**src/rtl/rx_pkg.sv**
```systemverilog
package rx_pkg;
  // flag word: bit0 full, bit1 overrun, bit2 framing, bit3 parity
  typedef struct packed {
    logic per;
    logic fer;
    logic ovr;
    logic full;
  } rx_flags_t;

  // expected parity bit for the received data
  function automatic logic par_expect(input logic [7:0] d, input logic odd);
    return (^d) ^ odd;
  endfunction

  // outcome of one completed frame applied to the flags
  function automatic rx_flags_t frame_merge(input rx_flags_t f, input logic busy,
                                            input logic fe, input logic pe);
    rx_flags_t n;
    n = f;
    if (busy) begin
      n.ovr = 1'b1;
      n.fer = f.fer | fe;
      n.per = f.per | pe;
    end else if (fe || pe) begin
      n.fer = fe;
      n.per = pe;
    end else begin
      n.full = 1'b1;
    end
    return n;
  endfunction
endpackage

```
**src/rtl/rx_sync.sv**
```systemverilog
module rx_sync #(
  parameter int STAGES = 2
) (
  input  logic clk,
  input  logic rst_n,
  input  logic d_i,
  output logic q_o
);
  logic [STAGES-1:0] pipe;
  always_ff @(posedge clk or negedge rst_n) begin
    if (!rst_n) pipe <= '1;
    else        pipe <= {pipe[STAGES-2:0], d_i};
  end
  assign q_o = pipe[STAGES-1];
endmodule

```
**src/rtl/rx_framer.sv**
```systemverilog
module rx_framer #(
  parameter int OSR    = 16,
  parameter int DATA_W = 8
) (
  input  logic              clk,
  input  logic              rst_n,
  input  logic              tick_i,
  input  logic              rx_i,
  input  logic              seven_i,
  input  logic              par_en_i,
  input  logic              par_odd_i,
  input  logic              two_stop_i,
  output logic              done_o,
  output logic              abort_o,
  output logic [DATA_W-1:0] data_o,
  output logic              fe_o,
  output logic              pe_o
);
  localparam int CW   = $clog2(OSR);
  localparam int IW   = $clog2(DATA_W);
  localparam logic [CW-1:0] HALF_M1 = CW'(OSR/2 - 1);
  localparam logic [CW-1:0] FULL_M1 = CW'(OSR - 1);

  typedef enum logic [2:0] {S_IDLE, S_START, S_DATA, S_PAR, S_STOP, S_STOP2} st_t;
  st_t st;
  logic [CW-1:0]     cnt;
  logic [IW-1:0]     idx;
  logic [DATA_W-1:0] shreg;
  logic              parbit;
  logic [IW-1:0]     last_idx;
  logic              slot_end;

  assign last_idx = seven_i ? IW'(DATA_W-2) : IW'(DATA_W-1);
  assign slot_end = tick_i && (cnt == FULL_M1);

  always_ff @(posedge clk or negedge rst_n) begin
    if (!rst_n) begin
      st <= S_IDLE; cnt <= '0; idx <= '0; shreg <= '0; parbit <= 1'b0;
    end else if (tick_i) begin
      case (st)
        S_IDLE: if (!rx_i) begin
          st <= S_START; cnt <= '0; shreg <= '0;
        end
        S_START: if (cnt == HALF_M1) begin
          st <= rx_i ? S_IDLE : S_DATA; cnt <= '0; idx <= '0;
        end else cnt <= cnt + 1'b1;
        S_DATA: if (cnt == FULL_M1) begin
          shreg[idx] <= rx_i; cnt <= '0; idx <= idx + 1'b1;
          if (idx == last_idx) st <= par_en_i ? S_PAR : S_STOP;
        end else cnt <= cnt + 1'b1;
        S_PAR: if (cnt == FULL_M1) begin
          parbit <= rx_i; cnt <= '0; st <= S_STOP;
        end else cnt <= cnt + 1'b1;
        S_STOP: if (cnt == FULL_M1) begin
          cnt <= '0; st <= two_stop_i ? S_STOP2 : S_IDLE;
        end else cnt <= cnt + 1'b1;
        S_STOP2: if (cnt == FULL_M1) begin
          cnt <= '0; st <= S_IDLE;
        end else cnt <= cnt + 1'b1;
        default: st <= S_IDLE;
      endcase
    end
  end

  assign done_o  = slot_end && (st == S_STOP);
  assign abort_o = tick_i && (st == S_START) && (cnt == HALF_M1) && rx_i;
  assign data_o  = shreg;
  assign fe_o    = !rx_i;
  assign pe_o    = par_en_i && (parbit != rx_pkg::par_expect(shreg, par_odd_i));
endmodule

```
**src/rtl/rx_regs.sv**
```systemverilog
module rx_regs #(
  parameter int DATA_W = 8
) (
  input  logic              clk,
  input  logic              rst_n,
  input  logic              done_i,
  input  logic              fe_i,
  input  logic              pe_i,
  input  logic [DATA_W-1:0] data_i,
  input  logic              rd_data_i,
  input  logic              wr_stat_i,
  input  logic [3:0]        wmask_i,
  output logic [3:0]        flags_o,
  output logic [DATA_W-1:0] rdr_o,
  output logic              busy_o
);
  import rx_pkg::*;
  rx_flags_t flags_q, cleared, flags_n;
  logic [DATA_W-1:0] rdr_q;

  assign busy_o = |flags_q;

  always_comb begin
    cleared = flags_q;
    if (wr_stat_i) cleared = flags_q & rx_flags_t'(wmask_i);
    if (rd_data_i) cleared.full = 1'b0;
    flags_n = done_i ? frame_merge(cleared, busy_o, fe_i, pe_i) : cleared;
  end

  always_ff @(posedge clk or negedge rst_n) begin
    if (!rst_n) begin
      flags_q <= '0;
      rdr_q   <= '0;
    end else begin
      flags_q <= flags_n;
      if (done_i && !busy_o) rdr_q <= data_i;
    end
  end

  assign flags_o = flags_q;
  assign rdr_o   = rdr_q;
endmodule

```
**src/rtl/serial_rx_core.sv**
```systemverilog
module serial_rx_core #(
  parameter int OSR    = 16,
  parameter int DATA_W = 8
) (
  input  logic              clk,
  input  logic              rst_n,
  input  logic              rx_i,
  input  logic              tick16_i,
  input  logic              cfg_seven_i,
  input  logic              cfg_par_en_i,
  input  logic              cfg_par_odd_i,
  input  logic              cfg_two_stop_i,
  input  logic              bus_rd_i,
  input  logic              bus_wr_i,
  input  logic              bus_addr_i,
  input  logic [3:0]        bus_wdata_i,
  output logic [DATA_W-1:0] bus_rdata_o
);
  logic              rx_s;
  logic              frame_done, frame_abort, frm_fe, frm_pe, ovr_evt;
  logic [DATA_W-1:0] frm_data, rdr_q;
  logic [3:0]        flags_q;
  logic              rd_data_strobe, wr_stat_strobe;

  assign rd_data_strobe = bus_rd_i && !bus_addr_i;
  assign wr_stat_strobe = bus_wr_i && bus_addr_i;

  rx_sync #(.STAGES(2)) u_sync (
    .clk(clk), .rst_n(rst_n), .d_i(rx_i), .q_o(rx_s)
  );

  rx_framer #(.OSR(OSR), .DATA_W(DATA_W)) u_framer (
    .clk(clk), .rst_n(rst_n), .tick_i(tick16_i), .rx_i(rx_s),
    .seven_i(cfg_seven_i), .par_en_i(cfg_par_en_i), .par_odd_i(cfg_par_odd_i),
    .two_stop_i(cfg_two_stop_i), .done_o(frame_done), .abort_o(frame_abort),
    .data_o(frm_data), .fe_o(frm_fe), .pe_o(frm_pe)
  );

  rx_regs #(.DATA_W(DATA_W)) u_regs (
    .clk(clk), .rst_n(rst_n), .done_i(frame_done), .fe_i(frm_fe), .pe_i(frm_pe),
    .data_i(frm_data), .rd_data_i(rd_data_strobe), .wr_stat_i(wr_stat_strobe),
    .wmask_i(bus_wdata_i), .flags_o(flags_q), .rdr_o(rdr_q), .busy_o(ovr_evt)
  );

  assign bus_rdata_o = bus_addr_i ? {{(DATA_W-4){1'b0}}, flags_q} : rdr_q;
endmodule

```
**config.mk**
```make
export PLATFORM = sky130hd
export DESIGN_NAME = serial_rx_core
export DESIGN_NICKNAME = d
export VERILOG_FILES = /design/src/rtl/rx_pkg.sv /design/src/rtl/rx_sync.sv /design/src/rtl/rx_framer.sv /design/src/rtl/rx_regs.sv /design/src/rtl/serial_rx_core.sv
export SDC_FILE = /design/constraint.sdc
export NUM_CORES = 1
export LEC_CHECK = 0
export BUFFER_PORTS_ARGS = -buffer_cell sky130_fd_sc_hd__buf_2
export CORE_UTILIZATION = 52
export CTS_CLUSTER_DIAMETER = 30
export DETAILED_ROUTE_END_ITERATION = 12
export MAX_ROUTING_LAYER = met4
export PLACE_DENSITY = 0.75
export SYNTH_ARGS = -nofsm -noshare
export SYNTH_HDL_FRONTEND = slang
export SYNTH_SLANG_ARGS = --single-unit
export TNS_END_PERCENT = 20
```
**constraint.sdc**
```tcl
create_clock -name clk -period 1.7 [get_ports clk]
set_input_delay 0.17 -clock clk [delete_from_list [all_inputs] [get_ports clk]]
set_output_delay 0.17 -clock clk [all_outputs]
set_load 0.03 [all_outputs]
```
Word-level counts from Yosys, hierarchy flattened
Index checks and enable logic that the tools add are counted.
{ "op_classes": {"add_sub_neg": 2, "n_mul": 0, "div": 0, "magnitude_cmp": 2, "n_eq_ne": 16, "n_shift": 0, "mux": 34, "n_bitwise": 4, "reduce_logical": 23} }
{ "op_table": {"columns": ["operator", "count"], "rows": [
  ["$mux 3", 11],
  ["$mux 8", 3],
  ["$mux 4", 5],
  ["$pmux 3 s6", 1],
  ["$pmux 8 s2", 1],
  ["$ne 2x1->1 const B", 6],
  ["$pmux 4 s3", 1],
  ["$bwmux 8", 1],
  ["$reduce_and 4->1", 2],
  ["$reduce_and 8->1", 1],
  ["$reduce_or 4->1", 2],
  ["$reduce_xor 8->1", 1],
  ["$logic_and 1x1->1", 7],
  ["$eq 3x2->1 const B", 2],
  ["$eq 3x3->1 const B", 2],
  ["$mux 1", 6],
  ["$mux 2", 3],
  ["$pmux 3 s2", 1],
  ["$reduce_and 3->1", 2],
  ["$add 4x1->4 const B", 1],
  ["$and 4x4->4", 1],
  ["$eq 4x3->1 const B", 1],
  ["$eq 4x4->1 const B", 1],
  ["$lt 3x4->1 const B", 1],
  ["14 further kinds", 18]
]} }
{ "word_totals": {"register_bits": 33, "latchBits": 0, "ramBits": 0, "mem_bits_ro": 0, "in_bits": 15, "n_memories": 0} }

Logic depth before layout (Yosys ltp)
Gate-level depths: netlist (run 1).
{ "depth": {"ltp_word": 8, "ltp_mapped": 7} }

By module
From an unflattened synthesis (run 1), not the netlist that was laid out.
{ "hier_totals": {"hier_cells": 192, "area_unflattened_um2": 1975.6} }
{ "by_module_without_submodules": {"columns": ["mod", "instances", "cells_per_inst", "area_per_inst_um2", "seq_area_each_um2"], "rows": [
  ["rx_framer", 1, 143, 1282.5, 475.5],
  ["rx_regs", 1, 36, 518.0, 300.3],
  ["serial_rx_core", 1, 11, 122.6, 0.0],
  ["rx_sync", 1, 2, 52.6, 52.6]
]} }

Worst setup path before layout (run 1)
No wires, ideal clock.
{ "synth_timing": {"path_kind": "register to register", "from": "reg u_framer.cnt[0]", "to": "reg, netlist name u_regs.flags_o[0]", "setup_time_ns": 0.131, "t_arrival_ns": 1.609, "required_time_ns": 1.569, "slack_ns": -0.040, "path_stages_with_launch": 8, "n_path_buf": 2, "path_cell_list": "dfrtp_1 > ha_1 > and3_1 > buf_2 > nand4_1 > buf_2 > o31ai_1 > or3_1"} }
{ "synth_lines": {"columns": ["element", "line_no", "text"], "rows": [
  ["start: declaration", "rx_framer.sv:26", "logic [CW-1:0] cnt;"],
  ["start signal: assignment", "rx_framer.sv:46", "end else cnt <= cnt + 1'b1;"],
  ["start signal: assignment", "rx_framer.sv:50", "end else cnt <= cnt + 1'b1;"],
  ["start signal: assignment", "rx_framer.sv:53", "end else cnt <= cnt + 1'b1;"]
]} }

==> reports/qor.log, run 1 <==
qor: grt.grtUsageTotal 26.30%
qor: yosys.synth-seq-cells 33
qor: cells_and_area.sequential_cell_area 832.0 sq um
qor: placement.place.gp.congestion 0.8195
qor: detailed_routing.wirelength 4500 um
qor: setup_path.crit_fanout 3
qor: placement.dp_hpwl 3238 um
qor: yosys.synth_xor_area_share 5.294%
qor: sta.maxClockFrequency 604.2 MHz
qor: yosys.synth_nets 209
qor: setup_path.reg2reg_to u_regs.flags_o[0]
qor: power_and_ir_drop.p_leak 1.074 nW
qor: setup_path.timing_worst_setup_path_type reg -> reg
qor: setup_path.cp-start-kind register
qor: detailed_routing.vias_per_cell 5.921
qor: placement.placement.io_buffers 22
qor: yosys.synth_simple_gate_area_share 16.08%
qor: die.boundaryPins 23
qor: setup_path.reg_to_reg_slack_setup 40 ps
qor: sta.worst_setup_slack_final 44.95 ps
qor: cells_and_area.flow.area_growth_from_synthesis 22.29%
qor: grt.antenna_found_initial 0
qor: grt.wire_length_of_the_first_global_routing_pass 7790 um
qor: clock_tree.clk_transition_reported_paths 70 ps
qor: cells_and_area.antenna_cells 0
qor: die.die-height 62.68 um
qor: die.die-width 62.68 um
qor: detailed_routing.drcViolationCount 0
qor: flow_run.max_cap_violations 0
qor: detailed_routing.ant_nets 0
qor: die.fp.dieArea 0.003928 sq mm
qor: clock_tree.clkLatencyLatePin 290 ps
qor: sta.final-hold-violation-count 0
qor: yosys.ys_types 50
qor: yosys.synth_ff_type sky130_fd_sc_hd__dfrtp_1
qor: placement.worst_setup_slack_before_clock_tree_synthesis -26.02 ps
qor: sta.final.min_clock_period 1655 ps
qor: yosys.synthAdderAreaFrac 1.307%
qor: hold_path.worstHoldPathType in -> reg
qor: yosys.yosysTopAreaCellShare 40.52%
qor: die.rows 21
qor: clock_tree.cts_num_sinks 33
qor: setup_path.worst_ep_arrival_time 1830 ps
qor: yosys.warnings_synthesis 0
qor: cells_and_area.finalNetCount 247
qor: yosys.syn_area_per_cell 9.971 sq um
qor: yosys.synthMostInstantiatedCell sky130_fd_sc_hd__dfrtp_1
qor: yosys.synth_cells 192
qor: outcome.status finished clean
qor: grt.number_of_global_route_vias_before_repair 1639
qor: power_and_ir_drop.total_power 2.613 mW
qor: cells_and_area.design_area 0.002341 sq mm
qor: sta.final.setup.tns 0 ps
qor: yosys.synthArstFlopShare 100.0%
qor: clock_tree.cts_max_path_buffers 2
qor: placement.placement.cell_area 0.002152 sq mm
qor: cells_and_area.layout.filler_cells 273
qor: clock_tree.tritoncts.num_buffers 5
qor: sta.report.final.slew_viol_count 0
qor: die.initial_utilization 55.62%
qor: yosys.synth-edff-count 0
qor: setup_path.ff2ff_path_depth 4
qor: hold_path.worstHoldEndpoint u_regs.flags_o[3]
qor: power_and_ir_drop.power.ir.vdd_worst 0.9262 mV
qor: yosys.synth-compound-area-share 19.93%
qor: yosys.synthMuxAreaShare 9.281%
qor: detailed_routing.route.detailed.wl_per_inst 16.25 um
qor: yosys.sequential_element_share_of_the_synthesized_area 43.27%
qor: grt.grt_max_degree 34
qor: sta.rsz0062_at_grt true
qor: sta.worstMarginPinSlew 735.5 ps
qor: yosys.synthTopCellsByArea sky130_fd_sc_hd__dfrtp_1, sky130_fd_sc_hd__mux2_2, sky130_fd_sc_hd__o21ai_0, sky130_fd_sc_hd__xnor2_1, sky130_fd_sc_hd__dfstp_2
qor: detailed_routing.drt_iter0_drc 70
qor: cells_and_area.multiInputGateArea 0.001046 sq mm
qor: sta.slew-limit-headroom 50.96%
qor: yosys.synthesis.area 0.001914 sq mm
qor: setup_path.timing.rr.start u_framer.data_o[6]
qor: die.core_area 0.003442 sq mm
qor: yosys.synth.largest_area_cell sky130_fd_sc_hd__dfrtp_1
qor: hold_path.hold_start bus_wdata_i[3]
qor: power_and_ir_drop.pwr_density_cell 1116 mW/mm^2
qor: grt.grt_remaining_overflow 0
qor: setup_path.critPathRequiredTime 1870 ps
qor: sta.layout_worst_path_cycle_share 97.36%
qor: clock_tree.tritoncts done
qor: sta.final.setup_skew 3.411 ps
qor: hold_path.worstHoldPathCells 3
qor: sta.setup_violations 0
qor: clock_tree.root_buffer sky130_fd_sc_hd__clkbuf_8
qor: detailed_routing.vias 1640
qor: yosys.main_combinational_cell_family_by_area_after_synthesis compound AO/OA/AOI/OAI gates
qor: setup_path.critical_path.endpoint_type register
qor: yosys.post_synth_most_frequent_cells sky130_fd_sc_hd__dfrtp_1, sky130_fd_sc_hd__o21ai_0, sky130_fd_sc_hd__mux2_2
qor: cells_and_area.layout-drive-gt1-share 35.50%
qor: detailed_routing.drtPass1Iterations 4
qor: clock_tree.clock_tree.htree_level_count 2
==> kinds of logic (layout without fill, tap and decap cells) <==
group                      Yosys count  after routing
and+or+nand+nor                     54             54
muxes                               16             16
adders and majority gates            2              2
buffers and inverters               20             59
DFF                                 33             33
AOI/OAI and AO/OA                   57             57
xor gates and xnor gates            10             10
==> routing by layer <==
metal,GRT usage [%],part of all wire [%],up-vias,wire (um)
li1,-,-,787,-
met1,33.10,46,806,2086
met2,42.39,48,40,2182
met3,4.380,3.7,7,167
met4,10.17,1.4,0,63
met5,-,0,-,0
==> worst max-delay path, stage by stage, from the launching register on <==
cell,delay [ps]
sky130_fd_sc_hd__dfrtp_1,410
sky130_fd_sc_hd__xnor2_1,180
sky130_fd_sc_hd__xnor3_2,460
sky130_fd_sc_hd__nor4bb_2,190
sky130_fd_sc_hd__or3_1,300
==> how the worst max path moves through the flow <==
stage	startpoint	to	slack, ps	depth (start not counted)
final	u_framer.data_o[6]	u_regs.flags_o[0]	40	4
after global routing	u_framer.st[0]	u_framer.data_o[1]	-10	6
after CTS	u_framer.st[1]	u_framer.st[1]	0.2	4
after detailed placement	u_framer.st[2]	u_framer.cnt[3]	-30	5
after global placement	u_framer.st[2]	u_framer.cnt[3]	-10	5
after floorplan	u_framer.cnt[0]	u_regs.flags_o[0]	1	7
==> layout by cell type, fill, tap and decap left out, types with 3 or more instances in the layout <==
cell type	count
sky130_fd_sc_hd__a21oi_1	3
sky130_fd_sc_hd__a31oi_1	5
sky130_fd_sc_hd__buf_2	22
sky130_fd_sc_hd__buf_4	17
sky130_fd_sc_hd__clkbuf_8	5
sky130_fd_sc_hd__dfrtp_1	28
sky130_fd_sc_hd__dfrtp_2	3
sky130_fd_sc_hd__inv_1	8
sky130_fd_sc_hd__mux2_2	12
sky130_fd_sc_hd__nand2_1	8
sky130_fd_sc_hd__nand2b_1	4
sky130_fd_sc_hd__nand3_1	8
sky130_fd_sc_hd__nor2_1	5
sky130_fd_sc_hd__nor2b_1	7
sky130_fd_sc_hd__o2111ai_1	3
sky130_fd_sc_hd__o21a_1	3
sky130_fd_sc_hd__o21ai_0	21
sky130_fd_sc_hd__o21ai_1	3
sky130_fd_sc_hd__o31ai_1	4
sky130_fd_sc_hd__or3_1	3
sky130_fd_sc_hd__xnor2_1	8
==> where the power goes <==
part / total [mW] / switching (mW) / internal [mW] / leakage, nW
registers: 1.01 / 0.130 / 0.879 / 0.442
logic: 1.02 / 0.549 / 0.467 / 0.589
clock network: 0.588 / 0.306 / 0.282 / 0.0439
total: 2.61 / 0.985 / 1.63 / 1.07
==> state kept, by name, summed over array words and instances (netlist names) <==
name             flops
u_regs.flags_o       4
u_framer.cnt         4
u_framer.data_o      8
u_framer.idx         3
u_framer.parbit      1
u_regs.rdr_o         8
u_framer.st          3
u_sync.pipe          2
==> per-stage QoR <==
step / util, % / instances / hold WS [ps]
6_report: 68.01 / 277 / 140.0
5_1_grt: 68.01 / 277 / 171.2
4_1_cts: 65.65 / 274 / 135.4
3_5_place_dp: 62.52 / 264 / 274.1
3_3_place_gp: 62.52 / 264 / 265.9
2_1_floorplan: - / 192 / -125.6
==> repair_timing <==
| action | in CTS | in global routing |
|---|---|---|
| hold endpoints to repair | 32 | 0 |
| endpoints found under the setup margin | 3 | 18 |
| pin swaps | 0 | 3 |
| setup buffers | 0 | 3 |
| hold buffers | 2 | 0 |
| gates resized for setup | 1 | 19 |
==> area by class of cell <==
type                    instances  area share, %
clock buffers                   5          2.940
multi-input cells             139          44.68
flip-flops and latches         33          35.54
repair buffers                 43          12.35
inverters                       8          1.283
well taps                      46          2.459
clock inverters                 3         0.7483
(Power assumes the default switching activity.)
==> run 2: changes to the inputs <==
- SETUP_SLACK_MARGIN: default -> 0.5
==> run 2 against run 1 <==
Combinational power is 16% higher. Worst hold slack better by 5.4 ps. Highest routed layer unchanged. Clock power is 0.7% higher. Largest power group unchanged. Design area is 4.8% higher. Critical endpoint unchanged. Clock-buffer cell count stayed put. Via count is 3.8% higher. Sequential power hardly changed.
==> reports/qor.log, run 2 (synthesis results as in run 1) <==
qor: sta.maxClockFrequency 609.7 MHz [+0.90%]
qor: detailed_routing.detailed_route_wirelength_on_metal2 2338 um [+7.1%]
qor: cells_and_area.mostFrequentLayoutCell sky130_fd_sc_hd__buf_4
qor: detailed_routing.vias 1702 [+3.8%]
qor: detailed_routing.ant_nets 0 [unchanged]
qor: detailed_routing.drtPass1Iterations 4 [unchanged]
qor: setup_path.critPathRequiredTime 1870 ps [about the same]
qor: placement.worst_setup_slack_before_clock_tree_synthesis -11.16 ps [+14.85 ps]
qor: setup_path.worstPathCellList xor2_1, xnor3_1, nor4bb_1, or3_1
qor: power_and_ir_drop.pwr_density_cell 1141 mW/mm^2 [+2.2%]
qor: sta.final-hold-violation-count 0 [unchanged]
qor: setup_path.critical_path.endpoint_type register
qor: power_and_ir_drop.power.ir.vdd_worst 0.8733 mV [-5.7%]
qor: cells_and_area.postLayoutCoreUtil 71.25% [+3.2 points]
qor: die.fp.dieArea 0.003928 sq mm [unchanged]
qor: sta.report.final.slew_viol_count 0 [unchanged]
qor: die.die-height 62.68 um [unchanged]
qor: grt.grtUsageTotal 25.95% [-0.35 points]
qor: placement.dp_hpwl 3103 um [-4.2%]
qor: detailed_routing.routed.top_layer met4
qor: power_and_ir_drop.total_power 2.797 mW [+7.1%]
qor: cells_and_area.most_frequent_cells_in_the_layout sky130_fd_sc_hd__buf_4, sky130_fd_sc_hd__dfrtp_1, sky130_fd_sc_hd__o21ai_0, sky130_fd_sc_hd__buf_2, sky130_fd_sc_hd__mux2_2
qor: clock_tree.cts_max_path_buffers 2 [unchanged]
qor: clock_tree.tritoncts.num_buffers 5 [unchanged]
qor: setup_path.cp-start-kind register
qor: outcome.status finished clean
qor: sta.final.min_clock_period 1640 ps [-14.78 ps]
qor: sta.layout_worst_path_cycle_share 96.49% [-0.87 points]
qor: sta.worstMarginPinSlew 727.2 ps [-8.381 ps]
qor: cells_and_area.final_cells 287 [+3.6%]
qor: clock_tree.clk_transition_reported_paths 70 ps [about the same]
qor: sta.final.setup_skew 5.129 ps [+1.718 ps]
qor: cells_and_area.antenna_cells 0 [unchanged]
qor: cells_and_area.layout.filler_cells 228 [-16%]
qor: grt.antenna_found_initial 0 [unchanged]
qor: detailed_routing.drt-met1-wl 1985 um [-4.8%]
qor: hold_path.worstHoldPathType in -> reg
qor: clock_tree.tritoncts done
qor: setup_path.crit_fanout 3 [unchanged]
qor: flow_run.max_cap_violations 0 [unchanged]
qor: cells_and_area.finalNetCount 257 [+4.0%]
qor: sta.setup_violations 0 [unchanged]
qor: cells_and_area.multiInputGateArea 0.001094 sq mm [+4.5%]
qor: placement.placement.cell_area 0.002161 sq mm [+0.41%]
qor: cells_and_area.design_area 0.002452 sq mm [+4.8%]
qor: setup_path.timing_worst_setup_path_type reg -> reg
qor: sta.final.setup.tns 0 ps [unchanged]
qor: sta.rsz0062_at_grt true
qor: clock_tree.clock_tree.htree_level_count 2 [unchanged]
qor: grt.wire_length_of_the_first_global_routing_pass 7652 um [-1.8%]
qor: die.core_area 0.003442 sq mm [unchanged]
qor: detailed_routing.met3_wirelength 236 um [+41%]
qor: setup_path.timing.critical_path.slowest_stage_cell sky130_fd_sc_hd__xnor3_1
qor: sta.worst_setup_slack_final 59.73 ps [+14.78 ps]
qor: power_and_ir_drop.p_leak 1.129 nW [+5.1%]
qor: sta.hold_slack 145.4 ps [+5.408 ps]
qor: detailed_routing.vias_per_cell 5.930 [+0.16%]
qor: die.die-width 62.68 um [unchanged]
qor: die.initial_utilization 55.62% [unchanged]
qor: setup_path.cpPeakStageDelay 460 ps [about the same]
qor: detailed_routing.wirelength 4710 um [+4.7%]
qor: placement.place_inst 264 [unchanged]
qor: grt.grt_remaining_overflow 0 [unchanged]
qor: die.rows 21 [unchanged]
qor: detailed_routing.route.detailed.wl_per_inst 16.41 um [+1.0%]
qor: cells_and_area.flow.area_growth_from_synthesis 28.10%
qor: grt.number_of_global_route_vias_before_repair 1668 [+1.8%]
qor: detailed_routing.drcViolationCount 0 [unchanged]
qor: placement.place.gp.congestion 0.8413 [+2.7%]
qor: setup_path.worst_ep_arrival_time 1810 ps [-20 ps]
qor: sta.slew-limit-headroom 51.52% [+0.56 points]
qor: detailed_routing.drt_iter0_drc 62 [-11%]
qor: setup_path.reg_to_reg_slack_setup 60 ps [about the same]
qor: placement.placement.io_buffers 22 [unchanged]
qor: grt.grt_max_degree 34 [unchanged]
qor: clock_tree.root_buffer sky130_fd_sc_hd__clkbuf_8
qor: die.boundaryPins 23 [unchanged]
qor: clock_tree.clkLatencyLatePin 290 ps [about the same]
qor: cells_and_area.layout-drive-gt1-share 40.25% [+4.8 points]
qor: clock_tree.cts_num_sinks 33 [unchanged]
qor: cells_and_area.sequential_cell_area 833.3 sq um [+0.15%]
run 2: changes by cell type in the layout (fill, tap and decap cells not counted), moves of 2 or more:
cell / previous run / this run
sky130_fd_sc_hd__nor4_2: 2 / 0
sky130_fd_sc_hd__or3_4: 0 / 2
sky130_fd_sc_hd__nor4_1: 0 / 2
sky130_fd_sc_hd__or3_1: 3 / 1
sky130_fd_sc_hd__buf_4: 17 / 28
run 2: power by group:
group | internal, mW | switching (mW)
Combinational | 0.585 | 0.590
Clock | 0.282 | 0.310
Sequential | 0.881 | 0.149
run 2: cell type report:
cell class	instances	area share, %
multi-input cells	139	44.59
well taps	46	2.347
clock buffers	5	2.806
repair buffers	53	14.34
flip-flops and latches	33	33.98
inverters	8	1.224
clock inverters	3	0.7143
run 2: layer usage:
layer	vias up	track usage, %
met2	64	41.98
met4	0	11.34
met1	816	31.59
li1	806	-
met5	-	-
met3	16	4.927
run 2: path summary, 6_finish.rpt:
check	depth (start not counted)	end	from
hold / removal	3	u_regs.flags_o[3]	bus_wdata_i[3]
hold reg to reg	0	u_sync.pipe[1]	u_sync.pipe[0]
setup reg to reg	4	u_regs.flags_o[0]	u_framer.data_o[4]
setup / recovery	4	u_regs.flags_o[0]	u_framer.data_o[4]
max in group asynchronous	2	u_framer.st[2]	rst_n
min in group asynchronous	2	u_framer.cnt[3]	rst_n
run 2: worst max-delay path: cells and delay by family, from the launching register on:
kind	cells	cell delay [ps]
simple gates	2	490
xor+xnor	2	630
flops	1	400
run 2: what timing repair did:
item | in CTS | in global routing
pin swaps | 10 | 6
setup buffers | 7 | 6
cloned | 0 | 0
endpoints found under the setup margin | 35 | 37
hold buffers | 2 | 0
resized for setup | 16 | 7
hold endpoints to repair | 32 | 0
==> run 3: changes to the inputs <==
- BUFFER_PORTS_ARGS: -buffer_cell sky130_fd_sc_hd__buf_2 -> -buffer_cell sky130_fd_sc_hd__clkbuf_2
==> run 3 against run 2 <==
Sequential cell count unchanged. Maximum frequency decreased by 2.7%. Non-clock buffer count increased by 2. Final cell count increased by 1.0%. Clock skew increased by 6.5 ps. Sequential power about the same. First-iteration DRC count increased by 47%. Worst setup slack got worse by 45 ps. Worst hold slack improved by 31 ps. Power increased by 14%. Critical path depth unchanged. Critical endpoint is now u_framer.data_o[0].
==> reports/qor.log, run 3 (synthesis results as in run 1) <==
qor: outcome.status finished clean
qor: power_and_ir_drop.combPwrFrac 48.6% [+6.6 points]
qor: cells_and_area.flow.area_growth_from_synthesis 45.42%
qor: hold_path.hold_start bus_wdata_i[3]
qor: die.rows 21 [unchanged]
qor: power_and_ir_drop.power.net_switching 1.255 mW [+20%]
qor: grt.grt_max_degree 34 [unchanged]
qor: clock_tree.clk_transition_reported_paths 80 ps [about the same]
qor: cells_and_area.antenna_cells 0 [unchanged]
qor: sta.final.setup_skew 11.65 ps [+6.522 ps]
qor: clock_tree.clkLatencyLatePin 290 ps [about the same]
qor: placement.placement.io_buffers 22 [unchanged]
qor: clock_tree.cts_num_sinks 33 [unchanged]
qor: clock_tree.cts_max_path_buffers 2 [unchanged]
qor: placement.place_inst 265 [+0.38%]
qor: sta.worstMarginPinSlew 462.7 ps [-264.5 ps]
qor: clock_tree.tritoncts done
qor: sta.rsz0062_at_grt true
qor: hold_path.worstHoldPathType in -> reg
qor: grt.wire_length_of_the_first_global_routing_pass 8197 um [+7.1%]
qor: detailed_routing.met3_wirelength 306 um [+30%]
qor: die.core_area 0.003442 sq mm [unchanged]
qor: detailed_routing.drt_iter0_drc 91 [+47%]
qor: power_and_ir_drop.p_leak 1.226 nW [+8.6%]
qor: clock_tree.root_buffer sky130_fd_sc_hd__clkbuf_8
qor: hold_path.worstHoldEndpoint u_regs.flags_o[3]
qor: grt.number_of_global_route_vias_before_repair 1705 [+2.2%]
qor: sta.worst_setup_slack_final 14.33 ps [-45.40 ps]
qor: clock_tree.clock_tree.htree_level_count 2 [unchanged]
qor: die.initial_utilization 55.62% [unchanged]
qor: grt.antenna_found_initial 0 [unchanged]
qor: setup_path.critPathRequiredTime 1900 ps [+30 ps]
qor: detailed_routing.detailed_route_wirelength_on_metal2 2812 um [+20%]
qor: power_and_ir_drop.pwr_density_cell 1144 mW/mm^2 [+0.25%]
qor: detailed_routing.vias 1768 [+3.9%]
qor: setup_path.reg2reg_to u_framer.data_o[0]
qor: sta.report.final.slew_viol_count 0 [unchanged]
qor: detailed_routing.drtPass1Iterations 4 [unchanged]
qor: setup_path.crit_fanout 5 [+2]
qor: setup_path.reg_to_reg_slack_setup 10 ps [-50 ps]
qor: detailed_routing.routed.top_layer met4
qor: placement.place.gp.congestion 0.8636 [+2.7%]
qor: grt.grt_remaining_overflow 0 [unchanged]
qor: hold_path.worstHoldPathCells 3 [unchanged]
qor: setup_path.worst_ep_arrival_time 1880 ps [+70 ps]
qor: cells_and_area.layout-drive-gt1-share 52.46% [+12 points]
qor: clock_tree.tritoncts.num_buffers 5 [unchanged]
qor: detailed_routing.drcViolationCount 0 [unchanged]
qor: sta.slew-limit-headroom 68.95% [+17 points]
qor: sta.maxClockFrequency 593.2 MHz [-2.7%]
qor: grt.grtUsageTotal 27.81% [+1.9 points]
qor: die.fp.dieArea 0.003928 sq mm [unchanged]
qor: cells_and_area.mostFrequentLayoutCell sky130_fd_sc_hd__dfrtp_1
qor: setup_path.timing.rr.start u_framer.st[0]
qor: sta.layout_worst_path_cycle_share 99.16% [+2.7 points]
qor: setup_path.cp-start-kind register
qor: cells_and_area.final_cells 290 [+1.0%]
qor: setup_path.timing_worst_setup_path_type reg -> reg
qor: power_and_ir_drop.power.share.clock 18.4% [-2.8 points]
qor: detailed_routing.drt-met1-wl 2206 um [+11%]
qor: detailed_routing.ant_nets 0 [unchanged]
qor: sta.setup_violations 0 [unchanged]
qor: die.boundaryPins 23 [unchanged]
qor: power_and_ir_drop.seq_power_share 33.0% [-3.8 points]
qor: detailed_routing.wirelength 5505 um [+17%]
qor: cells_and_area.most_frequent_cells_in_the_layout sky130_fd_sc_hd__dfrtp_1, sky130_fd_sc_hd__buf_4, sky130_fd_sc_hd__buf_6
qor: die.die-width 62.68 um [unchanged]
qor: power_and_ir_drop.switching_share 39.43% [+1.9 points]
qor: power_and_ir_drop.total_power 3.183 mW [+14%]
qor: flow_run.max_cap_violations 0 [unchanged]
qor: power_and_ir_drop.cell_internal_power 1.928 mW [+10%]
qor: setup_path.critical_path.endpoint_type register
qor: sta.final.min_clock_period 1686 ps [+45.40 ps]
qor: detailed_routing.route.detailed.wl_per_inst 18.98 um [+16%]
qor: detailed_routing.vias_per_cell 6.097 [+2.8%]
qor: die.die-height 62.68 um [unchanged]
qor: setup_path.ff2ff_path_depth 4 [unchanged]
qor: cells_and_area.finalNetCount 260 [+1.2%]
qor: placement.worst_setup_slack_before_clock_tree_synthesis 7.513 ps [+18.68 ps]
qor: power_and_ir_drop.power.ir.vdd_worst 1.382 mV [+58%]
qor: sta.final-hold-violation-count 0 [unchanged]
qor: placement.dp_hpwl 3280 um [+5.7%]
==> run 3: power by group through the flow <==
stage	Sequential (mW)	Clock, mW	Combinational, mW
2_1_floorplan	0.962	0	0.701
3_3_place_gp	1.02	0	0.888
3_5_place_dp	1.03	0	0.926
4_1_cts	1.01	0.590	1.20
5_1_grt	1.06	0.635	1.65
6_report	1.05	0.585	1.55
==> run 3: worst max path at each step <==
stage | startpoint | to | depth (start not counted)
finish | u_framer.st[0] | u_framer.data_o[0] | 4
global route | u_framer.st[2] | u_framer.cnt[0] | 4
CTS | u_framer.data_o[6] | u_regs.flags_o[0] | 4
detailed placement | u_framer.st[2] | u_framer.cnt[2] | 4
global placement | u_framer.cnt[1] | u_regs.rdr_o[2] | 5
floorplan | u_sync.pipe[1] | u_framer.st[1] | 5
==> run 3: what timing repair did <==
action / in CTS / in global routing
setup buffers: 12 / 2
pin swaps: 12 / 32
cloned: 1 / 0
hold buffers: 2 / 0
setup endpoints to repair: 35 / 37
endpoints found under the hold margin: 32 / 0
resized for setup: 21 / 92
==> run 3: area by class of cell <==
type                    count  area (sq um)
flip-flops and latches     33         834.6
clock buffers               5         68.82
multi-input cells         140          1321
inverters                   8         30.03
fillers                   171         658.1
well taps                  46         57.56
clock inverters             3         17.52
repair buffers             55         454.2
==> run 3: per-stage QoR <==
stage               hold slack [ps]  TNS, ps  util, %  instance area [sq um]
floorplan                    -125.6        0        -                   1948
global placement              211.8        0    63.00                   2168
detailed placement            216.7        0    63.00                   2168
CTS                           144.7        0    71.76                   2470
global route                  201.8   -166.9    80.88                   2784
finish                        176.5        0    80.88                   2784
==> run 3: per-layer routing <==
metal  GRT usage (%)  up-vias
met4           8.140        0
li1                -      816
met1           33.85      855
met3           6.204       21
met2           46.20       76
met5               -        -
==> run 3: critical path, cell delays in order (launching register included) <==
cell and delay (ps):
sky130_fd_sc_hd__dfrtp_2 440, sky130_fd_sc_hd__buf_6 140, sky130_fd_sc_hd__nand4bb_4 210, sky130_fd_sc_hd__or4_4 550, sky130_fd_sc_hd__o31ai_2 260
